## config.mk

```make
export PLATFORM = sky130hd
export DESIGN_NAME = pk16_router
export DESIGN_NICKNAME = d
export VERILOG_FILES = /design/src/rtl/pk16_pkg.sv /design/src/rtl/pk16_half_pick.sv /design/src/rtl/pk16_lane_alu.sv /design/src/rtl/pk16_out_slot.sv /design/src/rtl/pk16_router.sv
export SDC_FILE = /design/constraint.sdc
export NUM_CORES = 1
export LEC_CHECK = 0
export ABC_AREA = 1
export ABC_CLOCK_PERIOD_IN_PS = 3600
export BUFFER_PORTS_ARGS = -buffer_cell sky130_fd_sc_hd__clkbuf_2
export CAP_MARGIN = 5
export CORE_MARGIN = 2
export CORE_UTILIZATION = 29
export DETAILED_ROUTE_END_ITERATION = 16
export MAX_ROUTING_LAYER = met4
export SLEW_MARGIN = 40
export SYNTH_ARGS = -nofsm -noshare
export SYNTH_HDL_FRONTEND = slang
export SYNTH_SLANG_ARGS = --single-unit
```

## constraint.sdc

```tcl
create_clock -name clk -period 3.6 [get_ports clk]
set_input_delay 0.72 -clock clk [delete_from_list [all_inputs] [get_ports clk]]
set_output_delay 0.72 -clock clk [all_outputs]
set_load 0.03 [all_outputs]
```

## src/rtl/pk16_pkg.sv

```systemverilog
package pk16_pkg;
    typedef enum logic [1:0] {
        OM_NONE = 2'd0,
        OM_X2   = 2'd1,
        OM_X4   = 2'd2,
        OM_HALF = 2'd3
    } omod_e;

    typedef enum logic {
        ST_EMPTY = 1'b0,
        ST_FULL  = 1'b1
    } slot_e;
endpackage

```

## src/rtl/pk16_half_pick.sv

```systemverilog
module pk16_half_pick #(
    parameter int HW = 16
) (
    input  logic [2*HW-1:0] src,
    input  logic            upper,
    input  logic            negate,
    input  logic            sign_flip,
    output logic [HW-1:0]   half
);
    logic [HW-1:0] raw;

    always_comb begin
        raw = upper ? src[2*HW-1:HW] : src[HW-1:0];
        if (!negate)
            half = raw;
        else if (sign_flip)
            half = {~raw[HW-1], raw[HW-2:0]};
        else
            half = (~raw) + HW'(1);
    end
endmodule

```

## src/rtl/pk16_lane_alu.sv

```systemverilog
module pk16_lane_alu
    import pk16_pkg::*;
#(
    parameter int HW   = 16,
    parameter int NSRC = 3
) (
    input  logic [NSRC*HW-1:0] ops,
    input  omod_e              scale,
    output logic [HW-1:0]      y
);
    logic [HW-1:0] sum;

    always_comb begin
        sum = '0;
        for (int k = 0; k < NSRC; k++)
            sum = sum + ops[k*HW +: HW];
    end

    always_comb begin
        unique case (scale)
            OM_NONE: y = sum;
            OM_X2:   y = {sum[HW-2:0], 1'b0};
            OM_X4:   y = {sum[HW-3:0], 2'b00};
            OM_HALF: y = {sum[HW-1], sum[HW-1:1]};
            default: y = sum;
        endcase
    end
endmodule

```

## src/rtl/pk16_out_slot.sv

```systemverilog
module pk16_out_slot
    import pk16_pkg::*;
#(
    parameter int PW = 8
) (
    input  logic          clk,
    input  logic          rst_n,
    input  logic          in_valid,
    output logic          in_ready,
    input  logic [PW-1:0] d,
    output logic          out_valid,
    input  logic          out_ready,
    output logic [PW-1:0] q
);
    slot_e st, st_nx;
    logic  take;

    assign take = in_valid && in_ready;

    always_ff @(posedge clk or negedge rst_n) begin
        if (!rst_n)
            st <= ST_EMPTY;
        else
            st <= st_nx;
    end

    always_comb begin
        st_nx = st;
        unique case (st)
            ST_EMPTY: if (in_valid) st_nx = ST_FULL;
            ST_FULL:  if (out_ready && !in_valid) st_nx = ST_EMPTY;
            default:  st_nx = ST_EMPTY;
        endcase
    end

    always_comb begin
        unique case (st)
            ST_EMPTY: begin out_valid = 1'b0; in_ready = 1'b1;      end
            ST_FULL:  begin out_valid = 1'b1; in_ready = out_ready; end
            default:  begin out_valid = 1'b0; in_ready = 1'b0;      end
        endcase
    end

    always_ff @(posedge clk or negedge rst_n) begin
        if (!rst_n)
            q <= '0;
        else if (take)
            q <= d;
    end
endmodule

```

## src/rtl/pk16_router.sv

```systemverilog
module pk16_router
    import pk16_pkg::*;
#(
    parameter int HW = 16
) (
    input  logic            clk,
    input  logic            rst_n,
    input  logic            in_valid,
    output logic            in_ready,
    input  logic [2*HW-1:0] src0,
    input  logic [2*HW-1:0] src1,
    input  logic [2*HW-1:0] src2,
    input  logic [2:0]      lo_sel,
    input  logic [2:0]      hi_sel,
    input  logic [2:0]      lo_neg,
    input  logic [2:0]      hi_neg,
    input  logic            fp16_neg,
    input  logic [1:0]      omod,
    input  logic            dot_mode,
    input  logic            clamp_in,
    output logic            out_valid,
    input  logic            out_ready,
    output logic [2*HW-1:0] result,
    output logic [2*HW-1:0] dot_a,
    output logic [2*HW-1:0] dot_b,
    output logic [2*HW-1:0] dot_c,
    output logic            dot_clamp
);
    localparam int NSRC = 3;
    localparam int DW   = 2 * HW;
    localparam int PW   = 4 * DW + 1;

    logic [NSRC-1:0][DW-1:0] srcs;
    logic [NSRC*HW-1:0]      lo_ops, hi_ops;
    logic [HW-1:0]           lo_y, hi_y;
    logic [PW-1:0]           nxt, held;

    assign srcs = {src2, src1, src0};

    for (genvar s = 0; s < NSRC; s++) begin : g_src
        pk16_half_pick #(.HW(HW)) u_lo (
            .src(srcs[s]), .upper(lo_sel[s]), .negate(lo_neg[s]),
            .sign_flip(fp16_neg), .half(lo_ops[s*HW +: HW])
        );
        pk16_half_pick #(.HW(HW)) u_hi (
            .src(srcs[s]), .upper(hi_sel[s]), .negate(hi_neg[s]),
            .sign_flip(fp16_neg), .half(hi_ops[s*HW +: HW])
        );
    end

    pk16_lane_alu #(.HW(HW), .NSRC(NSRC)) u_lo_alu (
        .ops(lo_ops), .scale(omod_e'(omod)), .y(lo_y)
    );
    pk16_lane_alu #(.HW(HW), .NSRC(NSRC)) u_hi_alu (
        .ops(hi_ops), .scale(omod_e'(omod)), .y(hi_y)
    );

    always_comb begin
        if (dot_mode)
            nxt = {DW'(0),
                   hi_ops[0 +: HW], lo_ops[0 +: HW],
                   hi_ops[HW +: HW], lo_ops[HW +: HW],
                   src2, clamp_in};
        else
            nxt = {hi_y, lo_y, DW'(0), DW'(0), DW'(0), 1'b0};
    end

    pk16_out_slot #(.PW(PW)) u_slot (
        .clk(clk), .rst_n(rst_n),
        .in_valid(in_valid), .in_ready(in_ready), .d(nxt),
        .out_valid(out_valid), .out_ready(out_ready), .q(held)
    );

    assign {result, dot_a, dot_b, dot_c, dot_clamp} = held;
endmodule

```

Yosys cells after proc, flatten, opt, wreduce, memory -nomap -nowiden
Cells that the tools add are included.
Storage, ports and cells
  register bits: 130
  latch bits: 0
  bits in writable memories: 0
  memory bits (read-only): 0
  word-level logic and storage cells: 58
  memories: 0
Cells by class
  add/subtract/negate cells: 10
  multipliers: 0
  divide/modulo/power cells: 0
  order comparisons: 0
  equality and inequality tests: 3
  shift-type cells: 0
  muxes and demuxes: 26
  bitwise logic cells: 13
  reductions and logical operators: 4
Operators with widths (count)
  $mux 16: 18
  $mux 129: 1
  $pmux 16 s4: 2
  $add 16x1->16 const B: 6
  $not 16->16: 6
  $add 16x16->16: 4
  $not 1->1: 7
  $pmux 1 s2: 3
  $eq 2x2->1 const B: 2
  $eq 2x1->1 const B: 1
  $logic_and 1x1->1: 2
  $logic_not 2->1: 1
  $mux 1: 2
  $logic_not 1->1: 1

Logic depth before layout (Yosys ltp)
  depth in word-level cells: 9
  gate-level depth with buffers: 29
  gate-level depth less buffers: 28

Modules after synthesis
Synthesis repeated with hierarchy kept, for this count alone.
Second synthesis, totals
  cells, all modules: 2291
  area total of the unflattened synthesis: 14236.2 um^2
By module, submodules not included
  pk16_out_slot: instances 1, cells an instance 565, area an instance 5141.2 um^2
  pk16_half_pick at g_src[0].u_hi ...: instances 5, cells an instance 151, area an instance 793.3 um^2
  pk16_lane_alu at u_hi_alu: instances 1, cells an instance 275, area an instance 1626.6 um^2
  pk16_lane_alu at u_lo_alu: instances 1, cells an instance 273, area an instance 1596.5 um^2
  pk16_router: instances 1, cells an instance 272, area an instance 1098.6 um^2
  pk16_half_pick at g_src[0].u_lo: instances 1, cells an instance 151, area an instance 807.0 um^2

Worst setup path after synthesis
OpenSTA, ideal clock, no wires.
  path kind: input to register
  from: input hi_sel[0]
  to: register u_slot.q[127]
  setup time: 0.117 ns
  data arrival time: 4.035 ns
  data required time: 3.483 ns
  slack: -0.552 ns
  stages on the path: 24
  cell sequence: buf_6 -> o21ai_1 -> inv_1 -> ha_1 -> nand3_1 -> nor3_1 -> a31o_2 -> nand2_1 -> xor2_1 -> inv_1 -> fa_1 -> inv_1 -> ha_1 -> a21oi_1 -> inv_1 -> o21ai_0 -> o311ai_0 -> a31oi_1 -> nand3b_1 -> nand2_1 -> nand2_1 -> nand3_1 -> nand2_1 -> nand2_1
Between the ends
  word-level cells in the longest chain between the ends: 9
  elaborated cells between the ends (all ways): 10
  those cells by class: add/sub: 3; mux: 5; bitwise: 2
Ends and longest elaborated chain
  from (decl): line pk16_router.sv:14  | input logic [2:0] hi_sel,
  $mux 16 *: line pk16_half_pick.sv:13  | raw = upper ? src[2*HW-1:HW] : src[HW-1:0];
  $not 16->16: line pk16_half_pick.sv:19  | half = (~raw) + HW'(1);
  $add 16x1->16: line pk16_half_pick.sv:19
  $mux 16: line pk16_half_pick.sv:16  | else if (sign_flip)
  $mux 16 *: line pk16_half_pick.sv:14  | if (!negate)
  $add 16x16->16 * (2 in series): line pk16_lane_alu.sv:16  | sum = sum + ops[k*HW +: HW];
  $pmux 16 s4 *: line pk16_lane_alu.sv:20  | unique case (scale)
  $mux 129 *: line pk16_router.sv:59  | if (dot_mode)
  to (signal assigned): line pk16_out_slot.sv:46  | q <= '0;
  to (signal assigned): line pk16_out_slot.sv:48  | q <= d;
  to (decl): line pk16_out_slot.sv:13  | output logic [PW-1:0] q
Every way passes the cells marked *; elsewhere a longest branch is shown, timed or not.
A chain may end at the register's enable or synchronous reset.

Final worst setup path
  from: input lo_sel[2]
  to: register u_slot.q[112]
Between the ends
  word-level cells in the longest chain between the ends: 8
  elaborated cells between the ends (all ways): 9
  those cells by class: add/sub: 2; mux: 5; bitwise: 2
Ends and longest elaborated chain
  from (decl): line pk16_router.sv:13  | input logic [2:0] lo_sel,
  $mux 16 *: line pk16_half_pick.sv:13
  $not 16->16: line pk16_half_pick.sv:19
  $add 16x1->16: line pk16_half_pick.sv:19
  $mux 16: line pk16_half_pick.sv:16
  $mux 16 *: line pk16_half_pick.sv:14
  $add 16x16->16 *: line pk16_lane_alu.sv:16
  $pmux 16 s4 *: line pk16_lane_alu.sv:20
  $mux 129 *: line pk16_router.sv:59
Marked as above.

==> results.sh <==
export IMPL_drv_cap=0
export IMPL_drt_iter0_drc=851
export IMPL_min_period_over_period_pct=108
export IMPL_ys_ff_latch=130
export IMPL_multi_input_area_mm2=0.00858
export IMPL_fin_nets=2419
export IMPL_finalSetupViolations=17
export IMPL_end_kind="register"
export IMPL_die_y_um=200
export IMPL_synthDistinctLibCells=50
export IMPL_track_usage_pct=24.8
export IMPL_postRouteAntennaNets=0
export IMPL_criticalPathCategory="primary input to register"
export IMPL_ys_warnings_count=0
export IMPL_violations="setup timing"
export IMPL_crit_fanout=8
export IMPL_syn2layout_area_growth_pct=69.9
export IMPL_numCtsBuffers=17
export IMPL_most_common_layout_cells="418 x nand2_1, 401 x buf_4, 237 x clkbuf_2"
export IMPL_cts_sinks=130
export IMPL_startpoint_type="primary input"
export IMPL_total_power_uw=11100
export IMPL_htreeDepth=4
export IMPL_wl_um=47800
export IMPL_io_buffers=247
export IMPL_gp_congestion=0.954
export IMPL_synth_ff_type="dfrtp_1"
export IMPL_crit_buf_inv=5
export IMPL_io_pins=248
export IMPL_rsz0062_at_grt="true"
export IMPL_arrival_ns=4.22
export IMPL_tightest_slew_ns=0.755
export IMPL_status="finished with violations"
export IMPL_grt_pass1_vias=13100
export IMPL_min_period_ns=3.89
export IMPL_syn_num_nets=1772
export IMPL_relSlewSlack_pct=49.6
export IMPL_num_fill_cells=3647
export IMPL_drive_gt1_share_pct=48.0
export IMPL_core_mm2=0.0377
export IMPL_maxSlewViolCount=0
export IMPL_power_density_mw_per_mm2=590
export IMPL_antenna_found_initial=0
export IMPL_setup_slack_ns=-0.286
export IMPL_clock_skew_ns=0.00952
export IMPL_async_reset_ff_share_pct=100
export IMPL_die_area_mm2=0.0398
export IMPL_syn_area_mm2=0.0111
export IMPL_crit_required_ns=3.93
export IMPL_clk_path_buf_depth=2
export IMPL_cts_root_buffer="clkbuf_16"
export IMPL_p_leak_uw=0.00956
export IMPL_rows=71
export IMPL_slowest_delay_ns=0.44
export IMPL_drc=0
export IMPL_fp_dieW_um=200
export IMPL_grt_pass1_wl_um=72800
export IMPL_clock_latency_ns=0.45
export IMPL_vdd_drop_max_v=0.000408
export IMPL_yosysTopAreaCell="dfrtp_1"
export IMPL_wire_per_inst_um=17.3
export IMPL_seq_area_mm2=0.00325
export IMPL_fmax_mhz=257
export IMPL_seq_area_frac_synth_pct=29.3
export IMPL_final_common_cell="nand2_1"
export IMPL_syn_inst=1589
export IMPL_min_path_type="primary input to asynchronous set/reset pin"
export IMPL_clk_pin_slew_ns=0.06
export IMPL_viasPerCell=4.70
export IMPL_ys_top_cells_by_area="dfrtp_1 29%, nand2_1 16%, o21ai_0 7.8%"
export IMPL_cp_top_family="simple AND/OR/NAND/NOR gates"
export IMPL_dr_total_vias=13000
export IMPL_slowest_stage="fa_2"
export IMPL_synth_edf_count=0
export IMPL_utilization_pct=50.1
export IMPL_gr_total_overflow=0
export IMPL_cts_tree="done"
export IMPL_grt_start_max_net_pins=64
export IMPL_place_hpwl_um=37300
export IMPL_antenna_cells=0
export IMPL_path_cells="clkbuf_16, buf_8, o21ai_4, nand3_4, nor3b_4, nand3_2, nor2_1, nand2_1, inv_2, nand2_2, nand2_2, xor2_2, buf_4, fa_2, ha_4, a21o_1, inv_2, o211ai_1, a31oi_2, nand3_1, nand3_1, nand3_1, nand2_1, nand2_1"
export IMPL_finalHoldViolations=0
export IMPL_netlist_area_leader_share_pct=29.3
export IMPL_start_util_pct=29.5
export IMPL_drt_pass1_iterations=5
export IMPL_avgSynthCellArea_um2=6.98
registers in the layout, summed over array words and instances, names as in the netlist:
name	flops
u_slot.st	1
u_slot.q	129
cells by family after synthesis:
| kind of cell | Yosys count | share of synthesized area, % |
|---|---|---|
| AO/OA/AOI/OAI | 321 | 16.7 |
| XOR/XNOR | 97 | 7.66 |
| adder cells (fa/ha/maj) | 66 | 9.61 |
| buffers and inverters | 281 | 10.4 |
| flip-flops | 130 | 29.3 |
| AND/OR/NAND/NOR | 694 | 26.3 |
through the flow:
| step | setup TNS (ns) | cells | setup slack (ns) | hold slack [ns] | area, um^2 |
|---|---|---|---|---|---|
| 2_1_floorplan | -2.62 | 1589 | -0.304 | 0.424 | 11600 |
| 5_1_grt | -6.06 | 2760 | -0.508 | 0.276 | 18900 |
| 4_1_cts | -1.95 | 2732 | -0.281 | 0.268 | 17900 |
| 6_report | -2.82 | 2760 | -0.286 | 0.235 | 18900 |
| 3_3_place_gp | -19.73 | 2649 | -0.956 | 0.465 | 15900 |
| 3_5_place_dp | -20.72 | 2649 | -1.00 | 0.465 | 15900 |
synth_stat cells, types with 8 or more instances:
library cell  count
fa_1             32
dfrtp_1         130
xnor2_1          31
nand3_1          83
clkbuf_1         39
o21ai_0         172
a21oi_1          36
a32o_1            8
o21ai_2          17
o21ai_1          39
xor2_1           66
o211ai_1         11
nand2_1         481
inv_1           213
nor2_1           70
ha_1             34
nand4_1           9
metal layers:
layer	global-route usage, %	wire length (um)	part of all wire [%]
met5	-	0	0
met3	3.27	2270	4.8
met4	6.15	889	1.9
met1	31.9	21300	45
met2	41.4	23300	49
final cells by class:
type,count,share of cell area [%]
repair buffers,689,26.3
clock buffers,17,2.26
inverters,220,4.48
flip-flops and latches,130,17.3
well taps,511,3.39
clock inverters,15,0.836
multi-input cells,1178,45.5
power breakdown:
part / internal, uW / leakage, uW / switching [uW]
Sequential: 1720 / 0.00170 / 170
Clock: 1020 / 0.000276 / 761
Combinational: 3370 / 0.00759 / 4070
path summary, 6_finish.rpt:
check,cells after the start,slack [ns],end,startpoint
min in group clk,2,0.47,u_slot.q[109],u_slot.q[109]
max reg2reg,6,1.42,u_slot.q[35],u_slot.st
min,1,0.23,u_slot.q[7],rst_n
max in group asynchronous,2,2.62,u_slot.q[71],rst_n
max,24,-0.29,u_slot.q[112],lo_sel[2]
min reg2reg,2,0.47,u_slot.q[109],u_slot.q[109]
what timing repair did:
action | CTS | global route
pin swaps | 131 | 107
buffers inserted | 54 | 35
gates cloned | 2 | 2
endpoints found under the setup margin | 24 | 26
gates resized for setup | 226 | 175
hold buffers | 0 | 0
No activity file was read; power rests on OpenSTA's default activity.
